**src/rtl/tmr_pkg.sv**
```systemverilog
package tmr_pkg;
  localparam int REG_W  = 8;
  localparam int ADDR_W = 3;

  localparam logic [ADDR_W-1:0] ADR_CTRL = 3'd0;
  localparam logic [ADDR_W-1:0] ADR_STAT = 3'd1;
  localparam logic [ADDR_W-1:0] ADR_CONA = 3'd2;
  localparam logic [ADDR_W-1:0] ADR_CONB = 3'd3;
  localparam logic [ADDR_W-1:0] ADR_CNT  = 3'd4;

  // strobes from control to datapath
  typedef struct packed {
    logic load;
    logic clear;
    logic inc;
    logic blkA;
    logic blkB;
  } cntStrobe_t;
endpackage

```
**src/rtl/tmr_datapath.sv**
```systemverilog
module tmr_datapath
  import tmr_pkg::*;
#(
  parameter int PRE_SH1     = 3,
  parameter int PRE_SH2     = 6,
  parameter int PRE_SH3     = 13,
  parameter int SYNC_STAGES = 2
) (
  input  logic             clk,
  input  logic             rstN,
  input  cntStrobe_t       stb,
  input  logic [REG_W-1:0] ldData,
  input  logic [REG_W-1:0] constA,
  input  logic [REG_W-1:0] constB,
  input  logic             extClk,
  input  logic             extRst,
  output logic [REG_W-1:0] count,
  output logic             evtA,
  output logic             evtB,
  output logic             wrap,
  output logic [2:0]       preTap,
  output logic             extRise,
  output logic             extFall,
  output logic             extRstRise
);
  localparam int PRE_W = PRE_SH3;

  logic [PRE_W-1:0]       pre;
  logic [SYNC_STAGES-1:0] clkSync, rstSync;
  logic                   clkLast, rstLast;
  logic                   prevA, prevB, rawA, rawB;

  always_ff @(posedge clk) begin
    if (!rstN) pre <= '0;
    else       pre <= pre + PRE_W'(1);
  end

  assign preTap = {&pre[PRE_SH3-1:0], &pre[PRE_SH2-1:0], &pre[PRE_SH1-1:0]};

  always_ff @(posedge clk) begin
    if (!rstN) begin
      clkSync <= '0;
      rstSync <= '0;
      clkLast <= 1'b0;
      rstLast <= 1'b0;
    end else begin
      clkSync <= {clkSync[SYNC_STAGES-2:0], extClk};
      rstSync <= {rstSync[SYNC_STAGES-2:0], extRst};
      clkLast <= clkSync[SYNC_STAGES-1];
      rstLast <= rstSync[SYNC_STAGES-1];
    end
  end

  assign extRise    =  clkSync[SYNC_STAGES-1] & ~clkLast;
  assign extFall    = ~clkSync[SYNC_STAGES-1] &  clkLast;
  assign extRstRise =  rstSync[SYNC_STAGES-1] & ~rstLast;

  // counter: load beats clear beats increment
  always_ff @(posedge clk) begin
    if (!rstN)          count <= '0;
    else if (stb.load)  count <= ldData;
    else if (stb.clear) count <= '0;
    else if (stb.inc)   count <= count + REG_W'(1);
  end

  assign rawA = (count == constA);
  assign rawB = (count == constB);

  always_ff @(posedge clk) begin
    if (!rstN) begin
      prevA <= 1'b0;
      prevB <= 1'b0;
    end else begin
      prevA <= rawA;
      prevB <= rawB;
    end
  end

  assign evtA = rawA & ~prevA & ~stb.blkA;
  assign evtB = rawB & ~prevB & ~stb.blkB;
  assign wrap = stb.inc & ~stb.load & ~stb.clear & (&count);

  // a load always lands
  a_r10_load_wins: assert property (@(posedge clk) disable iff (!rstN)
    stb.load |=> count == $past(ldData));
  // a clear without a load zeroes the count
  a_r5_clear_zero: assert property (@(posedge clk) disable iff (!rstN)
    (stb.clear && !stb.load) |=> count == '0);
  // with no strobe the count holds
  a_r6_hold: assert property (@(posedge clk) disable iff (!rstN)
    (!stb.inc && !stb.load && !stb.clear) |=> $stable(count));
  // a wrap lands on zero
  a_r8_wrap_zero: assert property (@(posedge clk) disable iff (!rstN)
    wrap |=> count == '0);
endmodule

```
**src/rtl/tmr_ctrl.sv**
```systemverilog
module tmr_ctrl
  import tmr_pkg::*;
(
  input  logic              clk,
  input  logic              rstN,
  input  logic [ADDR_W-1:0] addr,
  input  logic              wrEn,
  input  logic              rdEn,
  input  logic [REG_W-1:0]  wrData,
  output logic [REG_W-1:0]  rdData,
  input  logic [REG_W-1:0]  count,
  input  logic              evtA,
  input  logic              evtB,
  input  logic              wrap,
  input  logic [2:0]        preTap,
  input  logic              extRise,
  input  logic              extFall,
  input  logic              extRstRise,
  output cntStrobe_t        stb,
  output logic [REG_W-1:0]  constA,
  output logic [REG_W-1:0]  constB,
  output logic              tmrOut,
  output logic              irqA,
  output logic              irqB,
  output logic              irqOvf
);
  logic [REG_W-1:0] ctrlReg;
  logic [1:0]       osA, osB;
  logic             flagA, flagB, flagOvf;
  logic             armA, armB, armOvf;
  logic             statWr, statRd;

  assign statWr = wrEn && (addr == ADR_STAT);
  assign statRd = rdEn && (addr == ADR_STAT);

  always_ff @(posedge clk) begin
    if (!rstN) begin
      ctrlReg <= '0;
      constA  <= '1;
      constB  <= '1;
      osA     <= 2'b00;
      osB     <= 2'b00;
    end else if (wrEn) begin
      case (addr)
        ADR_CTRL: ctrlReg <= wrData;
        ADR_CONA: constA  <= wrData;
        ADR_CONB: constB  <= wrData;
        ADR_STAT: begin
          osA <= wrData[1:0];
          osB <= wrData[3:2];
        end
        default: ;
      endcase
    end
  end

  // count source select
  always_comb begin
    case (ctrlReg[2:0])
      3'b001:  stb.inc = preTap[0];
      3'b010:  stb.inc = preTap[1];
      3'b011:  stb.inc = preTap[2];
      3'b101:  stb.inc = extRise;
      3'b110:  stb.inc = extFall;
      3'b111:  stb.inc = extRise | extFall;
      default: stb.inc = 1'b0;
    endcase
    case (ctrlReg[4:3])
      2'b01:   stb.clear = evtA;
      2'b10:   stb.clear = evtB;
      2'b11:   stb.clear = extRstRise;
      default: stb.clear = 1'b0;
    endcase
    stb.load = wrEn && (addr == ADR_CNT);
    stb.blkA = wrEn && (addr == ADR_CONA);
    stb.blkB = wrEn && (addr == ADR_CONB);
  end

  // sticky flags: set wins over an armed zero write
  always_ff @(posedge clk) begin
    if (!rstN) begin
      {flagA, flagB, flagOvf} <= 3'b000;
      {armA, armB, armOvf}    <= 3'b000;
    end else begin
      if (evtA) flagA <= 1'b1;
      else if (statWr && armA && !wrData[6]) flagA <= 1'b0;
      if (evtB) flagB <= 1'b1;
      else if (statWr && armB && !wrData[7]) flagB <= 1'b0;
      if (wrap) flagOvf <= 1'b1;
      else if (statWr && armOvf && !wrData[5]) flagOvf <= 1'b0;
      if (statWr) {armA, armB, armOvf} <= 3'b000;
      else if (statRd) begin
        armA   <= armA | flagA;
        armB   <= armB | flagB;
        armOvf <= armOvf | flagOvf;
      end
    end
  end

  function automatic logic applySel(input logic cur, input logic [1:0] sel);
    case (sel)
      2'b01:   return 1'b0;
      2'b10:   return 1'b1;
      2'b11:   return ~cur;
      default: return cur;
    endcase
  endfunction

  always_ff @(posedge clk) begin
    if (!rstN)     tmrOut <= 1'b0;
    else if (evtB) tmrOut <= applySel(tmrOut, osB);
    else if (evtA) tmrOut <= applySel(tmrOut, osA);
  end

  assign irqA   = flagA & ctrlReg[6];
  assign irqB   = flagB & ctrlReg[7];
  assign irqOvf = flagOvf & ctrlReg[5];

  always_comb begin
    case (addr)
      ADR_CTRL: rdData = ctrlReg;
      ADR_STAT: rdData = {flagB, flagA, flagOvf, 1'b0, osB, osA};
      ADR_CONA: rdData = constA;
      ADR_CONB: rdData = constB;
      ADR_CNT:  rdData = count;
      default:  rdData = '0;
    endcase
  end

  // a flag only falls after a zero written to it
  a_r9_flaga_fall: assert property (@(posedge clk) disable iff (!rstN)
    $fell(flagA) |-> $past(statWr && !wrData[6]));
  a_r9_flagovf_fall: assert property (@(posedge clk) disable iff (!rstN)
    $fell(flagOvf) |-> $past(statWr && !wrData[5]));
  // a constant write cycle cannot raise its flag
  a_r3_block_a: assert property (@(posedge clk) disable iff (!rstN)
    (wrEn && addr == ADR_CONA && !flagA) |=> !flagA);
  // the pin moves only on a match
  a_r7_out_stable: assert property (@(posedge clk) disable iff (!rstN)
    !(evtA || evtB) |=> $stable(tmrOut));
  // flags are sticky without a status write
  a_r2_flagb_sticky: assert property (@(posedge clk) disable iff (!rstN)
    (flagB && !statWr) |=> flagB);
endmodule

```
**src/rtl/tmr_dual_compare.sv**
```systemverilog
module tmr_dual_compare
  import tmr_pkg::*;
#(
  parameter int PRE_SH1     = 3,
  parameter int PRE_SH2     = 6,
  parameter int PRE_SH3     = 13,
  parameter int SYNC_STAGES = 2
) (
  input  logic        clk,
  input  logic        rstN,
  input  logic [2:0]  addr,
  input  logic        wrEn,
  input  logic        rdEn,
  input  logic [7:0]  wrData,
  output logic [7:0]  rdData,
  input  logic        extClk,
  input  logic        extRst,
  output logic        tmrOut,
  output logic        irqA,
  output logic        irqB,
  output logic        irqOvf
);
  cntStrobe_t       stb;
  logic [REG_W-1:0] count, constA, constB;
  logic             evtA, evtB, wrap, extRise, extFall, extRstRise;
  logic [2:0]       preTap;

  tmr_ctrl ctrl_i (
    .clk, .rstN, .addr, .wrEn, .rdEn, .wrData, .rdData,
    .count, .evtA, .evtB, .wrap, .preTap, .extRise, .extFall, .extRstRise,
    .stb, .constA, .constB, .tmrOut, .irqA, .irqB, .irqOvf
  );

  tmr_datapath #(
    .PRE_SH1(PRE_SH1), .PRE_SH2(PRE_SH2), .PRE_SH3(PRE_SH3),
    .SYNC_STAGES(SYNC_STAGES)
  ) dp_i (
    .clk, .rstN, .stb, .ldData(wrData), .constA, .constB, .extClk, .extRst,
    .count, .evtA, .evtB, .wrap, .preTap, .extRise, .extFall, .extRstRise
  );
endmodule

```
**config.mk**
```make
export PLATFORM = sky130hd
export DESIGN_NAME = tmr_dual_compare
export DESIGN_NICKNAME = d
export VERILOG_FILES = /design/src/rtl/tmr_pkg.sv /design/src/rtl/tmr_datapath.sv /design/src/rtl/tmr_ctrl.sv /design/src/rtl/tmr_dual_compare.sv
export SDC_FILE = /design/constraint.sdc
export NUM_CORES = 1
export LEC_CHECK = 0
export BUFFER_PORTS_ARGS = -buffer_cell sky130_fd_sc_hd__buf_4
export CORE_MARGIN = 2
export CORE_UTILIZATION = 59
export CTS_BUF_LIST = sky130_fd_sc_hd__clkbuf_8 sky130_fd_sc_hd__clkbuf_16
export CTS_CLUSTER_DIAMETER = 30
export CTS_CLUSTER_SIZE = 14
export DETAILED_ROUTE_END_ITERATION = 6
export PLACE_DENSITY_LB_ADDON = 0.1
export SLEW_MARGIN = 15
export SYNTH_ARGS = -nofsm -noshare
export SYNTH_HDL_FRONTEND = slang
export SYNTH_SLANG_ARGS = --single-unit
```
**constraint.sdc**
```tcl
create_clock -name clk -period 2 [get_ports clk]
set_input_delay 0.3 -clock clk [delete_from_list [all_inputs] [get_ports clk]]
set_output_delay 0.3 -clock clk [all_outputs]
set_load 0.02 [all_outputs]
```
## After elaboration in Yosys (flattened, before gate mapping)

Index checks and enable logic that the tools add are counted.
W data, S select, Z words.

- Muxes and demuxes: 16
- Reductions and logical operators: 31
- Bitwise gates (word level): 28
- Add/subtract/negate cells: 2
- Eq/ne operators: 22

Operators by type and width:

| operator | count |
|---|---|
| $pmux W8 S5 | 1 |
| $mux W8 | 3 |
| $eq A8 B8 Y1 | 2 |
| $add A13 B1 Y13 const B | 1 |
| $and A1 B1 Y1 | 13 |
| $reduce_and A13 Y1 | 1 |
| $eq A2 B2 Y1 const B | 6 |
| $eq A3 B2 Y1 const B | 4 |
| $eq A3 B3 Y1 const B | 4 |
| $logic_and A1 B1 Y1 | 11 |
| $not A1 Y1 | 11 |
| $pmux W1 S3 | 3 |
| $add A8 B1 Y8 const B | 1 |
| $mux W1 | 8 |
| $reduce_and A2 Y1 | 4 |
| $reduce_and A8 Y1 | 1 |
| $reduce_bool A2 Y1 | 4 |
| $eq A2 B1 Y1 const B | 3 |
| $eq A3 B1 Y1 const B | 2 |
| $pmux W1 S6 | 1 |
| $reduce_and A3 Y1 | 2 |
| $reduce_and A6 Y1 | 1 |
| $ne A4 B4 Y1 const B | 1 |
| $or A1 B1 Y1 | 4 |
| other kinds (5) | 7 |

- Register bits after elaboration: 64
- Word-level logic and storage cells: 119
- Output and inout port bits: 12
- Bits of input ports: 17

## Logic depth before layout (Yosys ltp)

Gate-level depths: netlist of the first run.

- Word-level depth: 9
- Gate-level depth with buffers: 9
- Depth with buffers taken out: 8

## Hierarchy

From an unflattened synthesis of the first run, not the netlist that was laid out.

- Cells, all modules: 380
- Area, all modules: 3329.4 um^2

By module, submodules not included:

| module | cells an instance | seq. area each (um^2) | area each (um^2) | times used |
|---|---|---|---|---|
| tmr_ctrl | 208 | 700.7 | 1853.0 | 1 |
| tmr_datapath | 172 | 580.6 | 1476.4 | 1 |

## Least setup slack after synthesis of the first run

Ideal clock, no wire load.

- Kind: reg2reg
- Start: register dp_i.pre[0]
- End: register dp_i.count[3]
- Cell stages (with the launch flop): 9
- Setup time: 0.125 ns
- Data required time: 1.875 ns
- Buffers on the path: 1
- Arrival: 1.701 ns
- Path slack: 0.174 ns
- Clock period less this slack: 1.826 ns
- Path through: dfxtp_1 ha_1 nand4_1 nor4_1 o311a_1 buf_2 nand4_1 a22oi_2 a211oi_2

- Longest elaborated chain between the ends: 3
- Elaborated cells between the ends (all ways): 5
- Those cells by class: mux (1); reduce/logical (4)

Ends and longest elaborated chain:

| item | RTL line | source |
|---|---|---|
| start: declaration | tmr_datapath.sv:28 | `logic [PRE_W-1:0] pre;` |
| start signal: assignment | tmr_datapath.sv:35 | `else pre <= pre + PRE_W'(1);` |
| $reduce_and A13 Y1 (tied with other cells) | tmr_datapath.sv:38 | `assign preTap = {&pre[PRE_SH3-1:0], &pre[PRE_SH2-1:0], &pre[PRE_SH1-1:0]};` |
| $pmux W1 S6 (*) | tmr_ctrl.sv:59 | `case (ctrlReg[2:0])` |
| $reduce_bool A3 Y1 (no source line) (*) | - |  |
| end signal: assignment | tmr_datapath.sv:61 | `else if (stb.load) count <= ldData;` |
| end signal: assignment | tmr_datapath.sv:63 | `else if (stb.inc) count <= count + REG_W'(1);` |
| end: declaration | tmr_datapath.sv:17 | `output logic [REG_W-1:0] count,` |

Every way passes the cells marked *; elsewhere a longest branch is shown, timed or not.
A chain may end at the register's enable or synchronous reset.

## Final worst setup path of the first run

- Start: register ctrl_i.constB[5]
- End: output port rdData[5]

- Longest elaborated chain between the ends: 1

Ends and longest elaborated chain:

| item | RTL line | source |
|---|---|---|
| start: declaration | tmr_ctrl.sv:21 | `output logic [REG_W-1:0] constB,` |
| start signal: assignment | tmr_ctrl.sv:47 | `ADR_CONB: constB <= wrData;` |
| $pmux W8 S5 | tmr_ctrl.sv:120 | `case (addr)` |
| end: declaration | tmr_dual_compare.sv:15 | `output logic [7:0] rdData,` |

Every way passes these cells.

==> flow_metrics.tcl, run 1 <==
set metrics [dict create \
    seq_power_share 0.507 \
    synth_area_um2 3360 \
    crit_family "multiplexers" \
    grt_pass1_vias 2851 \
    grt_pass1_wl_mm 14.1 \
    clk_pin_slew_ns 0.07 \
    fillers 462 \
    path_class "register to output port" \
    initial_core_util 0.610 \
    postSynthAreaPerCell_um2 8.56 \
    tns_ns 0 \
    ys_seq_area_frac 0.382 \
    swShare 0.255 \
    synth_edf_count 0 \
    met3RoutedLength_um 667 \
    ant_nets 0 \
    min_period_over_period 0.979 \
    timing.rr.start "dp_i.count[5]$_SDFFE_PN0P_" \
    hold_path.class "primary input to register" \
    rsz0062_at_grt "false" \
    async_flop_share 0 \
    postCtsHoldBufs 0 \
    critPathMaxFanout 3 \
    synth_xor_xnor_area_share 0.0652 \
    dp_hpwl_mm 6.06 \
    gp_congestion 0.904 \
    die_area_um2 6310 \
    io_buffer_count 28 \
    pwr-share-comb 0.105 \
    maxCapViolations 0 \
    rows 27 \
    intPower_uw 1960 \
    first_pass_iters 5 \
    drt-met1-wl_mm 3.79 \
    grt_usage 0.294 \
    synthMuxAreaShare 0.0578 \
    power_switching_uw 671 \
    synth_top_family_by_area "simple AND/OR/NAND/NOR gates" \
    gr-total-overflow 0 \
    htree_levels 3 \
    syn-num-nets 418 \
    crit_path_start_kind "register" \
    power_density_nw_per_um2 677 \
    clk_latency_ns 0.35 \
    n_antenna_cell 0 \
    cpMaxStageDelayCell "mux4_2" \
    wl_per_cell_um 16.9 \
    skew_ns 0.00857 \
    syn_to_final_growth_pct 15.7 \
    root_buffer "clkbuf_8" \
    drive_above_1_share 0.184 \
    numCtsBuffers 9 \
    clock_path_buffers 2 \
    syn_inst 392 \
    antenna_found_initial 0 \
    holdCritStartpoint "extRst" \
    min_period_ns 1.96 \
    synth_compound_area_frac 0.128 \
    pwr-share-clk 0.388 \
    synth-simple-area-share 0.286 \
    topRoutingLayerUsed "met4" \
    path_cells "mux4_2, nor2b_1, a31o_2, buf_4" \
    drt-initial-drc-count 260 \
    power.leakage_uw 0.00168 \
    coreArea_um2 5510 \
    drt-total-wl_mm 8.48 \
    ys_seq_elements 64 \
    tightest_slew_ns 0.557 \
    ys_warn_count 0 \
    cts_sinks 64 \
    critPathMaxStageDelay_ns 0.47 \
    synth_fa_ha_area_frac 0.0335 \
    die_x_um 79.4 \
    cp.required_ns 1.70 \
    wl_met2_mm 3.84 \
    fin_nets 453 \
    drc_errors 0 \
    cp-startpoint "ctrl_i.constB[5]$_SDFFE_PN1P_" \
    num_vias 2954 \
    cts_tree "built" \
    final_util 0.705 \
    synth_flop_cell "dfxtp_1" \
    fmax_mhz 511 \
    slew_headroom 0.624 \
    crit_buf_inv 1 \
    grt_max_degree 35 \
    status "finished, final reports clean" \
    hold_viol_final 0 \
    synth.distinct_cells 55 \
    via_per_inst 5.88 \
    cp.arrival_ns 1.66 \
    dieHeight_um 79.4 \
    max-vdd-ir-drop_mv 0.437 \
    boundaryPins 29 \
    cp-end-kind "output port" \
    maxSlewViolCount 0 \
    setup-violations-final 0 \
]
[synthesized netlist by cell type, types with 9 or more instances]
| library cell | instances | share of area |
|---|---|---|
| inv_1 | 9 | 0.010 |
| nand3_1 | 24 | 0.036 |
| clkbuf_1 | 12 | 0.013 |
| mux2i_1 | 16 | 0.048 |
| nand2_1 | 62 | 0.069 |
| xor2_1 | 23 | 0.060 |
| ha_1 | 9 | 0.034 |
| nor2b_1 | 11 | 0.021 |
| a21oi_1 | 24 | 0.036 |
| nor2_1 | 25 | 0.028 |
| dfxtp_1 | 64 | 0.38 |
| and2_1 | 13 | 0.024 |
[per-layer routing]
layer	GRT usage	vias up
li1	-	1444
met1	0.403	1378
met2	0.459	117
met3	0.0452	15
met4	0.128	0
met5	0	-
[logic make-up (layout without fill, tap and decap cells)]
kind of cell,after synthesis,in the layout
compound gates,65,65
xor+xnor,25,25
fa+ha+maj,9,9
buf+inv,33,71
flops,64,64
mux,18,18
simple gates,178,178
[worst paths after layout]
check | endpoint | slack [ns] | cells past startpoint
worst max-delay path | rdData[5] | 0.04 | 4
worst min-delay path | dp_i.rstSync[0]$_SDFF_PN0_ | 0.15 | 2
worst max register to register | dp_i.count[3]$_SDFFE_PN0P_ | 0.09 | 7
worst min register to register | dp_i.rstSync[1]$_SDFF_PN0_ | 0.43 | 1
[state kept, by name, summed over array words and instances (netlist names), 2 cells and up]
register,flops
dp_i.clkSync,2
ctrl_i.constB,8
dp_i.pre,13
ctrl_i.constA,8
dp_i.rstSync,2
ctrl_i.osB,2
dp_i.count,8
ctrl_i.ctrlReg,8
ctrl_i.osA,2
[power groups by stage]
stage	logic [uW]	registers, uW	clock network, uW
global placement	265	1360	0
detailed placement	271	1360	0
finish	277	1330	1020
floorplan	173	1350	0
CTS	274	1330	1030
global route	303	1340	1080
[through the flow]
step	instances	worst slack, ns	instance area (um^2)	power [uW]	hold slack, ns
floorplan	392	0.174	3360	1520	0.412
finish	502	0.0424	3880	2630	0.155
global route	502	0.000225	3880	2710	0.176
detailed placement	486	0.0253	3660	1630	0.417
CTS	500	0.0178	3840	2630	0.155
global placement	486	0.106	3660	1620	0.418
[cell type report]
class,count,area (um^2),share of cell area
multi-input combinational,295,1940,0.500
sequential,64,1280,0.330
timing repair buffer,47,353,0.0909
clock buffer,12,165,0.0425
tap,72,90.1,0.0232
inverter,10,37.5,0.00967
clock inverter,2,15.0,0.00387
[layout by cell type, fill, tap and decap left out, drive strengths merged, types with 11 or more instances in the layout]
cell type,netlist,final
dfxtp,64,64
nor2,26,26
nand2,62,62
nor2b,11,11
a21oi,24,24
and2,13,13
nand3,26,26
xor2,23,23
mux2i,16,16
clkbuf,12,12
buf,11,47
[worst reg2reg max path: cells and delay by family (launching register included)]
| kind | cells | cell delay [ns] |
|---|---|---|
| buffers and inverters | 1 | 0.18 |
| XOR/XNOR | 1 | 0.13 |
| AO/OA/AOI/OAI | 2 | 0.23 |
| flip-flops | 1 | 0.50 |
| AND/OR/NAND/NOR | 3 | 0.74 |
[repair_timing]
action                                  in CTS  in global routing
setup buffers                                0                  2
endpoints found under the setup margin       0                 10
endpoints found under the hold margin        0                  0
gates resized for setup                      0                  3
Power figures use the tool's default switching activity.
==> run 2: changes to the inputs <==
CORE_UTILIZATION = 55   (was 59)
CTS_BUF_LIST = not set   (was sky130_fd_sc_hd__clkbuf_8 sky130_fd_sc_hd__clkbuf_16)
==> run 2 against run 1 <==
Against the previous run:
- clock skew barely moved
- design area up 3.8%
- die area rose by 6.9%
- sequential share of layout area shrank 1.2 points
- hold slack improved by 0.0078 ns
- cell count is 2.2% higher
- sequential power is essentially flat
- flip-flop and latch count unchanged
- routed wire length up 2.9%
- critical path type unchanged
- critical endpoint unchanged
==> flow_metrics.tcl, run 2 (same netlist as run 1, synthesis figures left out) <==
set metrics [dict create \
    met3RoutedLength_um 406 \
    topRoutingLayerUsed "met4" \
    die_area_um2 6740 \
    critPathMaxStageDelay_ns 0.46 \
    final_common_cell "dfxtp_1" \
    first_pass_iters 4 \
    num_vias 3000 \
    maxSlewViolCount 0 \
    drt-met1-wl_mm 3.84 \
    rsz0062_at_grt "false" \
    drc_errors 0 \
    clk_pin_slew_ns 0.07 \
    dp.cells 496 \
    hold_path.class "primary input to register" \
    min_period_over_period 0.969 \
    critPathMaxFanout 3 \
    dieHeight_um 82.1 \
    gr-total-overflow 0 \
    status "finished, final reports clean" \
    tightest_slew_ns 0.644 \
    fillers 505 \
    path_cells "mux4_2, nor2b_1, a31o_2, buf_4" \
    cp.arrival_ns 1.64 \
    wl_per_cell_um 17.0 \
    fmax_mhz 516 \
    dp_hpwl_mm 6.19 \
    grt_usage 0.275 \
    clk_latency_ns 0.35 \
    numCtsBuffers 9 \
    antenna_found_initial 0 \
    initial_core_util 0.567 \
    slew_headroom 0.565 \
    cp.required_ns 1.70 \
    setup-violations-final 0 \
    root_buffer "clkbuf_8" \
    hold_viol_final 0 \
    max-vdd-ir-drop_mv 0.580 \
    skew_ns 0.00857 \
    syn_to_final_growth_pct 20.1 \
    clock_path_buffers 2 \
    regArea_um2 1280 \
    crit_buf_inv 1 \
    min_period_ns 1.94 \
    cts_sinks 64 \
    boundaryPins 29 \
    regMostFlops "dp_i.pre" \
    multi_input_area_um2 1950 \
    drt-initial-drc-count 274 \
    power.leakage_uw 0.00177 \
    maxCapViolations 0 \
    grt_pass1_wl_mm 13.6 \
    crit_path_start_kind "register" \
    total_power_uw 3120 \
    die_x_um 82.1 \
    gp_congestion 0.875 \
    via_per_inst 5.85 \
    path_class "register to output port" \
    coreArea_um2 5920 \
    final_cell_mix "63 x dfxtp_1, 62 x nand2_1, 52 x buf_4" \
    io_buffer_count 28 \
    final_util 0.681 \
    n_antenna_cell 0 \
    cts_tree "built" \
    drive_above_1_share 0.205 \
    largest_reg_flops 13 \
    fin_nets 459 \
    rows 28 \
    ant_nets 0 \
    grt_max_degree 35 \
    grt_pass1_vias 2735 \
    cp-end-kind "output port" \
    cpMaxStageDelayCell "mux4_2" \
    power_density_nw_per_um2 775 \
    drt-total-wl_mm 8.72 \
    crit_family "multiplexers" \
    htree_levels 3 \
    wl_met2_mm 4.26 \
    stdcell_count 513 \
]
## run 2: cell count changes in the layout (fill, tap and decap cells not counted), moves of 2 or more
| cell | change |
|---|---|
| clkinv_2 | +2 |
| clkbuf_8 | -2 |
| clkinvlp_4 | -2 |
| bufinv_16 | +4 |
| buf_4 | +5 |
## run 2: worst paths after layout
| check | start | endpoint | slack (ns) | cells after the start |
|---|---|---|---|---|
| worst max-delay path | ctrl_i.constB[5]$_SDFFE_PN1P_ | rdData[5] | 0.06 | 4 |
| worst min-delay path | extRst | dp_i.rstSync[0]$_SDFF_PN0_ | 0.16 | 2 |
| worst max register to register | dp_i.pre[1]$_SDFF_PN0_ | dp_i.count[6]$_SDFFE_PN0P_ | 0.12 | 8 |
| worst min register to register | dp_i.rstSync[0]$_SDFF_PN0_ | dp_i.rstSync[1]$_SDFF_PN0_ | 0.44 | 1 |
## run 2: cell type report
type / count / share of cell area
Clock inverter: 6 / 0.0323
Clock buffer: 10 / 0.0341
Timing Repair Buffer: 53 / 0.0996
Multi-Input combinational cell: 295 / 0.483
Sequential cell: 64 / 0.318
Tap cell: 75 / 0.0233
Inverter: 10 / 0.00931
## run 2: worst reg2reg max path, stage by stage, from the launching register on
cell	delay [ns]
dfxtp_1	0.33
ha_2	0.19
ha_1	0.17
nor2b_1	0.12
a211o_1	0.29
o311a_4	0.14
and4_1	0.22
xor2_1	0.14
a22o_1	0.18
## run 2: power breakdown
group | switching (uW) | internal, uW
clock network | 526 | 984
logic | 160 | 122
registers | 30.1 | 1300
total | 715 | 2410
## run 2: repair_timing
| action | CTS | global route |
|---|---|---|
| resized for setup | 0 | 7 |
| setup buffers | 0 | 1 |
| hold buffers | 0 | 0 |
| endpoints found under the setup margin | 0 | 9 |
## run 2: layer usage
metal,vias to the layer above,GRT usage
li1,1451,-
met1,1444,0.344
met2,86,0.455
met3,19,0.0630
met4,0,0.118
met5,-,0
## run 2: per-stage QoR
step           hold slack (ns)  cell area, um^2  setup TNS [ns]  setup WS (ns)
2_1_floorplan            0.412             3360               0          0.174
6_report                 0.162             4030               0         0.0615
4_1_cts                  0.155             3990               0         0.0349
3_3_place_gp             0.416             3720               0         0.0197
5_1_grt                  0.155             4030               0        0.00726
3_5_place_dp             0.422             3720         -0.0636        -0.0636
